File: src/rtl/dc_pkg.sv
package dc_pkg;
    localparam int unsigned DC_FRAC_W    = 8;
    localparam int unsigned DC_OFF_W     = 4;
    localparam int unsigned DC_TDC_W     = 12;
    localparam int unsigned DC_PRED_W    = 16;
    localparam int unsigned DC_GAIN_W    = 16;
    localparam int unsigned DC_GAIN_FRAC = 8;
    localparam int unsigned DC_MU_W      = 3;
    localparam int unsigned DC_LPF_SHIFT = 2;

    typedef enum logic [1:0] {
        SGN_ZERO = 2'd0,
        SGN_POS  = 2'd1,
        SGN_NEG  = 2'd2
    } sgn_e;
endpackage

File: src/rtl/dc_err_accum.sv
module dc_err_accum #(
    parameter int unsigned FRAC_W = dc_pkg::DC_FRAC_W,
    parameter int unsigned OFF_W  = dc_pkg::DC_OFF_W,
    parameter int unsigned PRED_W = dc_pkg::DC_PRED_W
) (
    input  logic        [FRAC_W-1:0] frac_in,
    input  logic signed [OFF_W-1:0]  div_off,
    input  logic signed [PRED_W-1:0] pred_q,
    output logic signed [PRED_W-1:0] pred_d
);
    localparam int unsigned ERR_W = OFF_W + FRAC_W + 1;
    localparam int unsigned SUM_W = PRED_W + 1;

    logic signed [ERR_W-1:0] qerr;
    logic signed [SUM_W-1:0] sum;

    always_comb begin
        qerr = $signed({div_off[OFF_W-1], div_off, {FRAC_W{1'b0}}})
             - $signed({{(OFF_W+1){1'b0}}, frac_in});
        sum  = SUM_W'(pred_q) + SUM_W'(qerr);
        if (sum[SUM_W-1] != sum[SUM_W-2]) begin
            pred_d = sum[SUM_W-1] ? {1'b1, {(PRED_W-1){1'b0}}}
                                  : {1'b0, {(PRED_W-1){1'b1}}};
        end else begin
            pred_d = sum[PRED_W-1:0];
        end
    end
endmodule

File: src/rtl/dc_scaler.sv
module dc_scaler #(
    parameter int unsigned TDC_W  = dc_pkg::DC_TDC_W,
    parameter int unsigned PRED_W = dc_pkg::DC_PRED_W,
    parameter int unsigned GAIN_W = dc_pkg::DC_GAIN_W,
    parameter int unsigned SHIFT  = dc_pkg::DC_GAIN_FRAC + dc_pkg::DC_FRAC_W
) (
    input  logic                     enable,
    input  logic signed [TDC_W-1:0]  tdc_in,
    input  logic signed [PRED_W-1:0] pred,
    input  logic signed [GAIN_W-1:0] gain,
    output logic signed [TDC_W-1:0]  tdc_out
);
    localparam int unsigned PROD_W = PRED_W + GAIN_W;
    localparam int unsigned DIFF_W = PROD_W + 1;
    localparam logic signed [DIFF_W-1:0] TMAX =
        {{(DIFF_W-TDC_W+1){1'b0}}, {(TDC_W-1){1'b1}}};
    localparam logic signed [DIFF_W-1:0] TMIN =
        {{(DIFF_W-TDC_W+1){1'b1}}, {(TDC_W-1){1'b0}}};

    logic signed [PROD_W-1:0] prod;
    logic signed [PROD_W-1:0] corr;
    logic signed [DIFF_W-1:0] diff;

    always_comb begin
        prod = PROD_W'(gain) * PROD_W'(pred);
        corr = prod >>> SHIFT;
        diff = DIFF_W'(tdc_in) - DIFF_W'(corr);
        if (!enable) begin
            tdc_out = tdc_in;
        end else if (diff > TMAX) begin
            tdc_out = {1'b0, {(TDC_W-1){1'b1}}};
        end else if (diff < TMIN) begin
            tdc_out = {1'b1, {(TDC_W-1){1'b0}}};
        end else begin
            tdc_out = diff[TDC_W-1:0];
        end
    end
endmodule

File: src/rtl/dc_gain_adapt.sv
module dc_gain_adapt #(
    parameter int unsigned TDC_W     = dc_pkg::DC_TDC_W,
    parameter int unsigned PRED_W    = dc_pkg::DC_PRED_W,
    parameter int unsigned GAIN_W    = dc_pkg::DC_GAIN_W,
    parameter int unsigned MU_W      = dc_pkg::DC_MU_W,
    parameter int unsigned LPF_SHIFT = dc_pkg::DC_LPF_SHIFT
) (
    input  logic                     enable,
    input  logic signed [PRED_W-1:0] pred,
    input  logic signed [TDC_W-1:0]  resid,
    input  logic        [MU_W-1:0]   mu_sel,
    input  logic signed [GAIN_W-1:0] acc_q,
    input  logic signed [GAIN_W-1:0] filt_q,
    output logic signed [GAIN_W-1:0] acc_d,
    output logic signed [GAIN_W-1:0] filt_d
);
    import dc_pkg::*;

    localparam int unsigned AW = GAIN_W + 1;

    sgn_e                    psgn;
    logic signed [TDC_W-1:0] step;
    logic signed [AW-1:0]    asum;
    logic signed [AW-1:0]    fdiff;
    logic signed [AW-1:0]    finc;
    logic signed [AW-1:0]    fsum;

    always_comb begin
        if (pred[PRED_W-1])  psgn = SGN_NEG;
        else if (|pred)      psgn = SGN_POS;
        else                 psgn = SGN_ZERO;

        step = resid >>> mu_sel;
        case (psgn)
            SGN_POS: asum = AW'(acc_q) + AW'(step);
            SGN_NEG: asum = AW'(acc_q) - AW'(step);
            default: asum = AW'(acc_q);
        endcase

        fdiff = AW'(acc_q) - AW'(filt_q);
        finc  = fdiff >>> LPF_SHIFT;
        fsum  = AW'(filt_q) + finc;

        acc_d  = acc_q;
        filt_d = filt_q;
        if (enable) begin
            if (asum[AW-1] != asum[AW-2]) begin
                acc_d = asum[AW-1] ? {1'b1, {(GAIN_W-1){1'b0}}}
                                   : {1'b0, {(GAIN_W-1){1'b1}}};
            end else begin
                acc_d = asum[GAIN_W-1:0];
            end
            if (fsum[AW-1] != fsum[AW-2]) begin
                filt_d = fsum[AW-1] ? {1'b1, {(GAIN_W-1){1'b0}}}
                                    : {1'b0, {(GAIN_W-1){1'b1}}};
            end else begin
                filt_d = fsum[GAIN_W-1:0];
            end
        end
    end
endmodule

File: src/rtl/dither_cancel.sv
module dither_cancel #(
    parameter int unsigned FRAC_W    = dc_pkg::DC_FRAC_W,
    parameter int unsigned OFF_W     = dc_pkg::DC_OFF_W,
    parameter int unsigned TDC_W     = dc_pkg::DC_TDC_W,
    parameter int unsigned PRED_W    = dc_pkg::DC_PRED_W,
    parameter int unsigned GAIN_W    = dc_pkg::DC_GAIN_W,
    parameter int unsigned GAIN_FRAC = dc_pkg::DC_GAIN_FRAC,
    parameter int unsigned MU_W      = dc_pkg::DC_MU_W,
    parameter int unsigned LPF_SHIFT = dc_pkg::DC_LPF_SHIFT
) (
    input  logic                     clk,
    input  logic                     rst_n,
    input  logic                     sample_vld,
    input  logic                     enable,
    input  logic        [MU_W-1:0]   mu_sel,
    input  logic        [FRAC_W-1:0] frac_in,
    input  logic signed [OFF_W-1:0]  div_off,
    input  logic signed [TDC_W-1:0]  tdc_in,
    output logic                     out_vld,
    output logic signed [TDC_W-1:0]  tdc_out,
    output logic signed [GAIN_W-1:0] gain_out,
    output logic signed [PRED_W-1:0] pred_out
);
    localparam int unsigned SHIFT = GAIN_FRAC + FRAC_W;

    typedef struct packed {
        logic                     vld;
        logic signed [PRED_W-1:0] pred;
        logic signed [GAIN_W-1:0] acc;
        logic signed [GAIN_W-1:0] filt;
        logic signed [TDC_W-1:0]  tdc;
    } state_t;

    state_t st_q, st_d;

    logic signed [PRED_W-1:0] pred_nx;
    logic signed [TDC_W-1:0]  tdc_nx;
    logic signed [GAIN_W-1:0] acc_nx;
    logic signed [GAIN_W-1:0] filt_nx;

    dc_err_accum #(.FRAC_W(FRAC_W), .OFF_W(OFF_W), .PRED_W(PRED_W)) u_accum (
        .frac_in (frac_in),
        .div_off (div_off),
        .pred_q  (st_q.pred),
        .pred_d  (pred_nx)
    );

    dc_scaler #(.TDC_W(TDC_W), .PRED_W(PRED_W), .GAIN_W(GAIN_W), .SHIFT(SHIFT)) u_scale (
        .enable  (enable),
        .tdc_in  (tdc_in),
        .pred    (pred_nx),
        .gain    (st_q.filt),
        .tdc_out (tdc_nx)
    );

    dc_gain_adapt #(
        .TDC_W(TDC_W), .PRED_W(PRED_W), .GAIN_W(GAIN_W),
        .MU_W(MU_W), .LPF_SHIFT(LPF_SHIFT)
    ) u_adapt (
        .enable (enable),
        .pred   (pred_nx),
        .resid  (tdc_nx),
        .mu_sel (mu_sel),
        .acc_q  (st_q.acc),
        .filt_q (st_q.filt),
        .acc_d  (acc_nx),
        .filt_d (filt_nx)
    );

    always_comb begin
        st_d     = st_q;
        st_d.vld = sample_vld;
        if (sample_vld) begin
            st_d.pred = pred_nx;
            st_d.tdc  = tdc_nx;
            st_d.acc  = acc_nx;
            st_d.filt = filt_nx;
        end
    end

    always_ff @(posedge clk or negedge rst_n) begin
        if (!rst_n) st_q <= '0;
        else        st_q <= st_d;
    end

    assign out_vld  = st_q.vld;
    assign tdc_out  = st_q.tdc;
    assign gain_out = st_q.filt;
    assign pred_out = st_q.pred;
endmodule


File: config.mk
export PLATFORM = sky130hd
export DESIGN_NAME = dither_cancel
export DESIGN_NICKNAME = d
export VERILOG_FILES = /design/src/rtl/dc_pkg.sv /design/src/rtl/dc_err_accum.sv /design/src/rtl/dc_scaler.sv /design/src/rtl/dc_gain_adapt.sv /design/src/rtl/dither_cancel.sv
export SDC_FILE = /design/constraint.sdc
export NUM_CORES = 1
export LEC_CHECK = 0
export CAP_MARGIN = 40
export CORE_UTILIZATION = 35
export DETAILED_ROUTE_END_ITERATION = 8
export DONT_BUFFER_PORTS = 1
export SYNTH_ARGS = -nofsm -noshare
export SYNTH_HDL_FRONTEND = slang
export SYNTH_HIERARCHICAL = 1
export SYNTH_SLANG_ARGS = --single-unit
File: constraint.sdc
create_clock -name clk -period 16.4 [get_ports clk]
set_input_delay 0.82 -clock clk [delete_from_list [all_inputs] [get_ports clk]]
set_output_delay 0.82 -clock clk [all_outputs]
set_load 0.05 [all_outputs]
-- Yosys cells after proc, flatten, opt, wreduce, memory -nomap -nowiden
Cells that the tools add are included.
- mux-type cells: 12
- reductions and logical operators: 4
- equality and inequality tests: 5
- $add $sub $neg: 7
- magnitude comparators: 2
- shifts and indexed selects: 1
- bitwise gates (word level): 0
- $mul: 1
- divide/modulo/power cells: 0
- operator list (operator ; number):
    $mux 16 ; 6
    $mux 12 ; 3
    $pmux 17 s2 ; 1
    $gt 33x12->1 const B ; 1
    $lt 33x12->1 const B ; 1
    $mul 16x16->32 ; 1
    $add 16x12->17 ; 1
    $add 16x13->17 ; 1
    $add 16x15->17 ; 1
    $sub 12x16->17 ; 1
    $sub 16x12->17 ; 1
    $sub 16x16->17 ; 1
    $reduce_or 16->1 ; 1
    $sub 12x9->13 ; 1
    $sshr 12x3->12 ; 1
    $ne 1x1->1 ; 3
    $reduce_and 3->1 ; 1
    $reduce_bool 3->1 ; 1
    $eq 2x1->1 const B ; 1
    $eq 2x2->1 const B ; 1
    $mux 2 ; 1
    $reduce_and 2->1 ; 1
    $mux 1 ; 1
- latch bits: 0
- output and inout bits: 45
- word-level logic and storage cells: 38
- memory bits (read-only): 0
- memories kept: 0
- register bits after elaboration: 61
- input bits: 31
- bits in writable memories: 0

-- Depth between registers and ports, before layout
Gate-level depths: netlist of the first run.
- depth in word-level cells: 16
- depth in mapped cells: 65
- mapped depth without buffers: 61

-- Cells and area by module
Netlist of the first run, hierarchy kept.
- modules (own cells, without submodules) (module ; instances ; seq. area each (µm²) ; cells each ; area an instance (µm²)):
    dc_scaler ; 1 ; 0.0 ; 1207 ; 10675.2
    dc_gain_adapt ; 1 ; 0.0 ; 478 ; 3495.9
    dither_cancel ; 1 ; 1526.5 ; 172 ; 2889.0
    dc_err_accum ; 1 ; 0.0 ; 169 ; 1287.5

-- Least setup slack after synthesis of the first run
Ideal clock, no wire load.
- kind: in2reg
- from: input frac_in[1]
- to: register st_q[29] (netlist bit)
- data required time: 16275 ps
- setup slack: 1652 ps
- setup time: 125 ps
- path buffers: 2
- arrival time: 14623 ps
- cell stages on the path: 57
- path through: inv_1 ha_1 ha_1 inv_1 fa_1 nor2b_1 o31ai_2 a21boi_1 nor4_1 o221a_2 buf_6 maj3_2 clkbuf_1 nand2_1 inv_1 fa_1 inv_1 fa_1 (+21 left out) nand2_1 o221ai_1 mux2i_1 mux4_2 and3_1 and2_1 and3_1 a21oi_1 xnor2_1 ha_1 and2_1 a22o_1 a311o_1 a21o_1 nand2_1 a21o_1 a22oi_2 mux2_4
- word-level cells in the longest chain between the ends: 16
- elaborated cells on any way between the ends: 26
- those cells by class: add/sub (5); mul (1); order compare (2); eq/ne (4); shift (1); mux (10); reduce/logical (3)
- RTL lines (item ; RTL line ; source):
    start: declaration ; dither_cancel.sv:16 ; input logic [FRAC_W-1:0] frac_in,
    $sub 12x9->13 (*) ; dc_err_accum.sv:19 ; - $signed({{(OFF_W+1){1'b0}}, frac_in});
    $add 16x13->17 (*) ; dc_err_accum.sv:20 ; sum = SUM_W'(pred_q) + SUM_W'(qerr);
    $mux 16 or $ne 1x1->1 (tied branches) ; dc_err_accum.sv:22, dc_err_accum.sv:21 ;
    $mux 16 (*) ; dc_err_accum.sv:21 ; if (sum[SUM_W-1] != sum[SUM_W-2]) begin
    net pred_nx[1] ; dither_cancel.sv:36 ; logic signed [PRED_W-1:0] pred_nx;
    $mul 16x16->32 (*) ; dc_scaler.sv:25 ; prod = PROD_W'(gain) * PROD_W'(pred);
    $sub 12x16->17 (*) ; dc_scaler.sv:27 ; diff = DIFF_W'(tdc_in) - DIFF_W'(corr);
    $lt 33x12->1 ; dc_scaler.sv:32 ; end else if (diff < TMIN) begin
    (+2 left out) ; -- ;
    $mux 12 (*) ; dc_scaler.sv:28 ; if (!enable) begin
    net tdc_nx[8] ; dither_cancel.sv:37 ; logic signed [TDC_W-1:0] tdc_nx;
    $sshr 12x3->12 (*) ; dc_gain_adapt.sv:33 ; step = resid >>> mu_sel;
    $sub 16x12->17 or $add 16x12->17 (tied branches) ; dc_gain_adapt.sv:36, dc_gain_adapt.sv:35 ;
    $pmux 17 s2 (*) ; dc_gain_adapt.sv:34 ; case (psgn)
    $ne 1x1->1 ; dc_gain_adapt.sv:47 ; if (asum[AW-1] != asum[AW-2]) begin
    $reduce_bool 3->1 (no line) ; -- ;
    $reduce_and 3->1 (no line) ; -- ;
    end signal: assignment ; dither_cancel.sv:83 ; else st_q <= st_d;
    end: declaration ; dither_cancel.sv:34 ; state_t st_q, st_d;
The timed path passes the listed nets; every way through them passes the cells marked *.
A chain may end at the register's enable or synchronous reset.

-- Worst setup path in the final report of the first run
- from: register st_q (netlist bit pred_out[3])
- to: register st_q[33] (netlist bit)
- word-level cells in the longest chain between the ends: 15
- elaborated cells on any way between the ends: 25
- those cells by class: add/sub (4); mul (1); order compare (2); eq/ne (4); shift (1); mux (10); reduce/logical (3)
- RTL lines (item ; RTL line ; source):
    $add 16x13->17 (*) ; dc_err_accum.sv:20 ;
    $mux 16 or $ne 1x1->1 (tied branches) ; dc_err_accum.sv:22, dc_err_accum.sv:21 ;
    $mux 16 (*) ; dc_err_accum.sv:21 ;
    net pred_nx[10] ; dither_cancel.sv:36 ;
    $mul 16x16->32 (*) ; dc_scaler.sv:25 ;
    $sub 12x16->17 (*) ; dc_scaler.sv:27 ;
    $lt 33x12->1 ; dc_scaler.sv:32 ;
    $mux 12 ; dc_scaler.sv:32 ;
    $mux 12 (*) ; dc_scaler.sv:30 ; end else if (diff > TMAX) begin
    $mux 12 (*) ; dc_scaler.sv:28 ;
    net tdc_nx[2] ; dither_cancel.sv:37 ;
    $sshr 12x3->12 (*) ; dc_gain_adapt.sv:33 ;
    $sub 16x12->17 or $add 16x12->17 (tied branches) ; dc_gain_adapt.sv:36, dc_gain_adapt.sv:35 ;
    $pmux 17 s2 (*) ; dc_gain_adapt.sv:34 ;
    $ne 1x1->1 ; dc_gain_adapt.sv:47 ;
    $reduce_bool 3->1 (no line) ; -- ;
    $reduce_and 3->1 (no line) ; -- ;
Marks and branches as above.

==> run summary, run 1 <==
The worst setup path is of the reg -> reg kind. Setup slack of the worst register-to-register path: 0.63 ns. For the peak clock frequency supported by timing, the log shows 63.4 MHz.

The congestion estimate from routability-driven global placement came to 0.922. TritonCTS created 9 clock buffers. Entering global routing, the biggest net connects 67 pins. The Yosys warning count came out at 6. The tool flagged a number of max-cap violations equal to 0. After layout, the worst path uses 96.1% of the clock period. In this run the core area contains 83 standard-cell rows. The fraction of registers with async set or reset after synthesis was 100%.

The detail-routed via count per cell is 5.18. Each instance of the synthesized netlist takes up on average 9.06 um2. The worst setup path is captured at a register. In this run the count of I/O pins placed on the die edge is 76. The highest cell delay on the worst timing path was 0.67 ns. Summing the sequential cell areas from Yosys gives 8.32% of the chip area. In this run the critical register-to-register path is launched from pred_out[3]. STA classifies the critical path startpoint as a register. For the core footprint, the log shows 0.0515 mm2. Sorting the synthesized cells by area gives the leading types as sky130_fd_sc_hd__fa_1 29%, sky130_fd_sc_hd__ha_1 12%, sky130_fd_sc_hd__dfrtp_1 8.3%.

Measured in cells, the most critical reg-to-reg path has a length of 53. Adding up every negative setup slack in the final design gives 0 ns. At the later pin of the worst-skew pair, clock insertion delay measures 0.37 ns. The endpoint identified for the worst register-to-register timing path is st_q[33].

During placement, the flow inserted port buffers numbering 0. The average wire per cell in the routed design was 17.6 um. The slowest cell on the critical path is sky130_fd_sc_hd__dfrtp_1.

The first detailed-routing pass ran for 5 iterations. In the final layout, the share of cells above drive strength 1 is 10.1%. In the final layout, the multi-input gates occupy 0.0147 mm2. In this run the worst hold path is classified as in -> async. Summing all flip-flop and latch instances after layout gives 0.00154 mm2. The tools report the initial antenna violation count as 2. Subtracting the final worst setup slack from the clock period gives 15.77 ns. In this run the remaining antenna-violating nets after routing total 0. Counting stages on the worst path, the most repeated cell is sky130_fd_sc_hd__fa_1.

The clock slew seen by the registers of the worst setup and hold paths is 0.06 ns, and the number of distinct standard cells referenced by the synthesized netlist is 100. The buffer levels on the longest clock path is 2, and the wire length reported by the detailed router is 46600 um. Count of final hold-check violations: 0.

Slew of the pin with the lowest slew margin: 0.936 ns. Data on the critical path is required at its endpoint by 16.70 ns. The all-layer global routing usage was 18.2%; the final setup skew was 0.0125 ns. The floorplan step defined a die boundary enclosing 0.0533 mm2. The number of max-slew violations in the final report was 0. In the final design database the tool counted 2432 nets. The cell family contributing the most delay on the critical path is adder cells. From synthesis to final layout, the design area changed by 4.66%. The number of design-rule violations left by the first detailed-router iteration came out at 692. The run finished with clean final reports.

The global route total overflow came out at 0. The number of buffers and inverters on the critical path is 3. When the netlist entered floorplanning its net count stood at 2496. The run gives 0 as the number of setup violations in the final report.

Across all layers, the routed design uses 13700 vias. The largest total area in the synthesized netlist belongs to sky130_fd_sc_hd__fa_1. The number of synthesized flops with an enable pin is 0, and the H-tree depth is 3. Most frequently used flop master after synthesis: sky130_fd_sc_hd__dfrtp_1. The number of clock sinks is 61. The tightest slew margin relative to the limit is 37.4%.

The synthesized design contains 61 register bits. TritonCTS built the clock tree. The first global-routing pass estimated 77100 um of wire.

For the instance area after placement, the log shows 0.0187 mm2. The area of all placed cells without fillers is 0.0192 mm2, and the cell area after synthesis is 0.0183 mm2. After technology mapping, the gate count stands at 2026.

In this run the worst path has a maximum fanout of 19. The number of antenna diodes in the final layout is 0. The die extent in x is 231 um. The number of global-route vias before repair was 14400. The initial cell density of the core was 35.6%. The share of synthesized area in the top cell type comes to 28.9%. The tree is rooted in a sky130_fd_sc_hd__clkbuf_16. The logs give 37800 um for the total half-perimeter wirelength after legalization and detailed placement and 5263 for the number of filler cells placed in the layout. For the worst setup path, the data arrival time is 16.07 ns. The number of remaining DRC errors is 0, and the die span in y is 231 um.
timing repair:
item,in CTS,in global routing
setup buffers,0,6
hold buffers,0,0
resized for setup,0,31
setup endpoints to repair,0,16
endpoints found under the hold margin,0,0
layout by cell type (no fill, tap or decap), drive strengths merged, types with 32 or more instances in the layout:
cell type and n:
dfrtp 61, and2 128, inv 397, fa 265, buf 32, mux2 67
xor2 33, nand2 166, ha 174, o21ai 51, xnor2 61, a21oi 77
nor2 87
state kept, by name, summed over array words and instances (netlist names):
name / count
st_q: 16
tdc_out: 12
gain_out: 16
out_vld: 1
pred_out: 16
how the worst max path moves through the flow:
stage          endpoint  slack [ns]        start  cells past startpoint
2_1_floorplan  st_q[29]        1.65   frac_in[1]                     57
3_3_place_gp   st_q[29]        0.46   frac_in[1]                     56
3_5_place_dp   st_q[33]        0.12   frac_in[1]                     55
4_1_cts        st_q[33]        0.15  pred_out[0]                     56
5_1_grt        st_q[33]       -0.02  pred_out[3]                     53
6_report       st_q[33]        0.63  pred_out[3]                     53
synth_stat cells (6+ instances only):
cell and number:
sky130_fd_sc_hd__fa_1 265, sky130_fd_sc_hd__xnor2_1 61, sky130_fd_sc_hd__nor3_1 24, sky130_fd_sc_hd__a21oi_1 76
sky130_fd_sc_hd__buf_12 6, sky130_fd_sc_hd__buf_4 45, sky130_fd_sc_hd__a31oi_1 8, sky130_fd_sc_hd__inv_1 397
sky130_fd_sc_hd__nand4_1 13, sky130_fd_sc_hd__a311oi_1 7, sky130_fd_sc_hd__a221o_1 7, sky130_fd_sc_hd__a21o_1 25
sky130_fd_sc_hd__dfrtp_1 61, sky130_fd_sc_hd__ha_1 174, sky130_fd_sc_hd__o21bai_1 10, sky130_fd_sc_hd__nor4_1 9
sky130_fd_sc_hd__clkbuf_1 46, sky130_fd_sc_hd__a211oi_1 17, sky130_fd_sc_hd__mux2i_1 10, sky130_fd_sc_hd__and2_1 128
sky130_fd_sc_hd__o211ai_1 6, sky130_fd_sc_hd__o32ai_1 7, sky130_fd_sc_hd__nand2b_1 13, sky130_fd_sc_hd__o22ai_1 6
sky130_fd_sc_hd__nor2b_1 9, sky130_fd_sc_hd__maj3_2 10, sky130_fd_sc_hd__nand2_1 166, sky130_fd_sc_hd__o21a_1 16
sky130_fd_sc_hd__nor2_1 87, sky130_fd_sc_hd__mux2_4 63, sky130_fd_sc_hd__a22oi_2 8, sky130_fd_sc_hd__o31ai_1 7
sky130_fd_sc_hd__nand3_1 23, sky130_fd_sc_hd__o21ai_0 49, sky130_fd_sc_hd__xor2_1 31
metrics by stage:
step	worst slack [ns]	util [%]	cells	hold slack [ns]
floorplan	1.65	-	2026	0.483
global placement	0.460	36.3	2624	0.527
detailed placement	0.123	36.3	2625	0.527
CTS	0.147	36.9	2641	0.118
global route	-0.0172	37.3	2647	0.119
finish	0.635	37.3	2647	0.139
routing by layer:
| layer | share of wire, % | routed length, um | track usage (%) |
|---|---|---|---|
| met1 | 44 | 20600 | 23.9 |
| met2 | 48 | 22200 | 30.5 |
| met3 | 6.1 | 2870 | 3.51 |
| met4 | 2.1 | 983 | 4.76 |
| met5 | 0 | 0 | 0 |
cells by family after synthesis:
kind of cell	share of synthesized area (%)
AO/OA/AOI/OAI	12.6
XOR/XNOR	4.70
adder cells (fa/ha/maj)	41.7
buffers and inverters	12.0
flip-flops	8.32
multiplexers	6.68
AND/OR/NAND/NOR	14.0
worst reg2reg max path, delay by kind of cell, from the launching register on:
kind                     cells  cell delay, ns
adder cells (fa/ha/maj)     12            5.24
flip-flops                   1            0.67
AO/OA/AOI/OAI               20            4.80
XOR/XNOR                     3            0.80
AND/OR/NAND/NOR             13            3.30
buffers and inverters        3            0.15
multiplexers                 2            0.73
area by class of cell:
class	instances	area share [%]
Clock inverter	5	0.437
Multi-Input combinational cell	1460	76.8
Timing Repair Buffer	32	1.30
Sequential cell	61	8.00
Tap cell	680	4.43
Clock buffer	11	1.26
Inverter	398	7.78
Power of run 1 is left out: the tool's default activity adds up to more than one toggle a clock period on the data nets, which glitch-free logic cannot reach.
==> run 2, diff against run 1 <==
--- a/config.mk
+++ b/config.mk
@@ -9,6 +9,7 @@
 export CORE_UTILIZATION = 35
 export DETAILED_ROUTE_END_ITERATION = 8
 export DONT_BUFFER_PORTS = 1
+export PLACE_DENSITY = 0.5
 export SYNTH_ARGS = -nofsm -noshare
 export SYNTH_HDL_FRONTEND = slang
 export SYNTH_HIERARCHICAL = 1
==> run 2 against run 1 <==
  * Global-route usage rose by 1.6 points
  * Sequential share of layout area barely moved
  * Wire length rose by 7.8%
  * Sequential cell count did not move
==> run summary, run 2 (synthesis gave the netlist of run 1 again) <==
The run gives 39600 um (+4.8%) as the total half-perimeter wirelength after legalization and detailed placement. The growth of design area from synthesis to finish was 4.66% (about the same); the initial antenna violation count was 0 (-2). The largest driver fanout on the critical path works out to 18 (-1). Number of filler cells placed in the layout: 5270 (+0.13%). The run gives 0.0533 mm2 (unchanged) as the die area.

The global route total overflow was 0 (unchanged); the largest net degree at the start of global routing was 67 (unchanged). Peak clock frequency supported by timing: 64.6 MHz (+1.9%). The tools report the nature of the critical path endpoint as a register. The largest individual stage delay along the critical path comes from the cell sky130_fd_sc_hd__dfrtp_2. The logs give 0 (unchanged) for the count of nets left with antenna violations after detail routing and 0 (unchanged) for the number of antenna diodes. Number of global-route vias before repair: 14300 (-0.67%). The number of remaining DRC errors was 0 (unchanged); the number of top-level pins was 76 (unchanged). The slew of the pin with the lowest slew margin was 0.892 ns (-0.0444 ns); the global routing met3 resource utilization was 3.74% (+0.23 points). The source-to-sink clock delay at the later pin of the worst-skew pair came out at 0.37 ns (about the same).

The critical path ends at st_q[40]. The run gives 0.0515 mm2 (unchanged) as the core footprint. The post-route minimum period is 15.48 ns (-0.289 ns). The layout net count came out at 2446 (+0.58%). The average wire per cell in the routed design works out to 18.9 um (+7.3%).

Path type of the worst setup path: reg -> reg. The clock slew seen by the registers of the worst setup and hold paths was 0.06 ns (about the same). The ratio of final minimum period to clock period is 94.4% (-1.8 points). The library cell used most frequently in the layout, excluding fill and tap cells, is sky130_fd_sc_hd__inv_1. The tools report the global routing met1 resource utilization as 26.4% (+2.6 points). The combined buffer and inverter count along the critical path works out to 7 (+4). For the number of setup violations in the final report, the log shows 0 (unchanged).

The number of clock sinks was 61 (unchanged). The tools report the overall via count from detail_route as 13600 (-0.45%). The data required time at the worst endpoint came out at 16.70 ns (about the same). Setup repair after global routing left no endpoint under its margin. The worst setup path is launched from a register. The path class of the tightest hold or removal check is in -> async. The detail-routed via count per cell was 5.13 (-0.97%); the initial cell density of the core was 35.6% (unchanged). For the max-capacitance violation count, the log shows 0 (unchanged). The run gives 19.8% (+1.6 points) as the all-layer global routing usage. The share of cells above drive strength 1 works out to 10.6% (+0.43 points).

The tree is rooted in a sky130_fd_sc_hd__clkbuf_16. The kind of cell adding the most delay to the critical path was adder cells. The number of cell rows is 83 (unchanged), and the path depth of the worst reg2reg path is 56 (+5.7%). The setup slack of the worst register-to-register path came out at 0.92 ns (+0.29 ns). The logic depth of the worst path, buffers included is 56 (+5.7%). Die extent in x: 231 um (unchanged). TritonCTS built the clock tree.

The number of buffers inserted by port buffering was 0 (unchanged). The highest cell delay on the worst timing path was 0.57 ns (-0.10 ns); the tightest slew margin relative to the limit was 40.4% (+3.0 points). The global routing stage identified its most utilized layer as met2. Leaving out fill and tap cells, the most frequent cells in the layout are 397 x sky130_fd_sc_hd__inv_1, 265 x sky130_fd_sc_hd__fa_1, 174 x sky130_fd_sc_hd__ha_1. The tools report the total negative setup slack as 0 ns (unchanged). The logs give 81700 um (+6.0%) for the first-pass GRT wire length and 5 (unchanged) for the number of iterations in the first detailed-routing pass.

The die span in y works out to 231 um (unchanged). The number of max-slew violations in the final report was 0 (unchanged). The tools report the placer's final routability congestion estimate as 0.875 (-5.0%). Tracing the worst setup path back leads to its startpoint at pred_out[12].

Wire length reported by the detailed router: 50300 um (+7.8%). The worst register-to-register path begins at pred_out[12]. Count of final hold-check violations: 0 (unchanged). The flow ran to the end, and the final reports show no timing, DRC or antenna violations. The worst register-to-register path ends at st_q[40]. The number of clock buffers inserted by TritonCTS is 9 (unchanged). The worst-case hold slack is 0.142 ns (+0.00293 ns). The buffer levels on the longest clock path came out at 2 (unchanged). The fraction of met2 tracks used by global routing came out at 32.7% (+2.2 points). The final setup skew is 0.0133 ns (+0.000815 ns). The number of design-rule violations left by the first detailed-router iteration was 946 (+37%); the H-tree depth was 3 (unchanged).

The data arrival time of the worst path was 15.77 ns (-0.30 ns).
==> run 2: area by class of cell <==
type                    count  area [um2]  area share [%]
clock buffers              15         278            1.45
well taps                 680         851            4.43
inverters                 398        1490            7.78
flip-flops and latches     61        1540            8.03
repair buffers             46         358            1.86
multi-input cells        1460       14700            76.3
clock inverters             1        30.0           0.156
==> run 2: worst min path at each step <==
stage,startpoint,to,slack (ns),depth (start not counted)
3_3_place_gp,rst_n,pred_out[2],0.53,0
5_1_grt,rst_n,pred_out[0],0.12,0
6_report,rst_n,pred_out[2],0.14,0
2_1_floorplan,tdc_out[0],tdc_out[0],0.48,1
3_5_place_dp,rst_n,pred_out[2],0.53,0
4_1_cts,rst_n,pred_out[2],0.12,0
==> run 2: layer usage <==
metal | up-vias | share of wire (%)
met5 | - | 0
met4 | 0 | 2.3
met3 | 62 | 5.4
met2 | 349 | 47
met1 | 6789 | 45
li1 | 6440 | -
==> run 2: through the flow <==
step                setup WS (ns)  instance area [um2]  util [%]  cells
global placement            0.534                18800      36.5   2638
finish                      0.924                19200      37.3   2661
floorplan                    1.65                18300         -   2026
global route               0.0296                19200      37.3   2661
detailed placement          0.329                18800      36.5   2639
CTS                         0.380                19100      37.1   2655
==> run 2: repair_timing <==
action | in CTS | in global routing
hold buffers | 0 | 0
buffers inserted | 0 | 6
resized for setup | 0 | 23
setup endpoints to repair | 0 | 16
Power of run 2 is left out for the same reason.
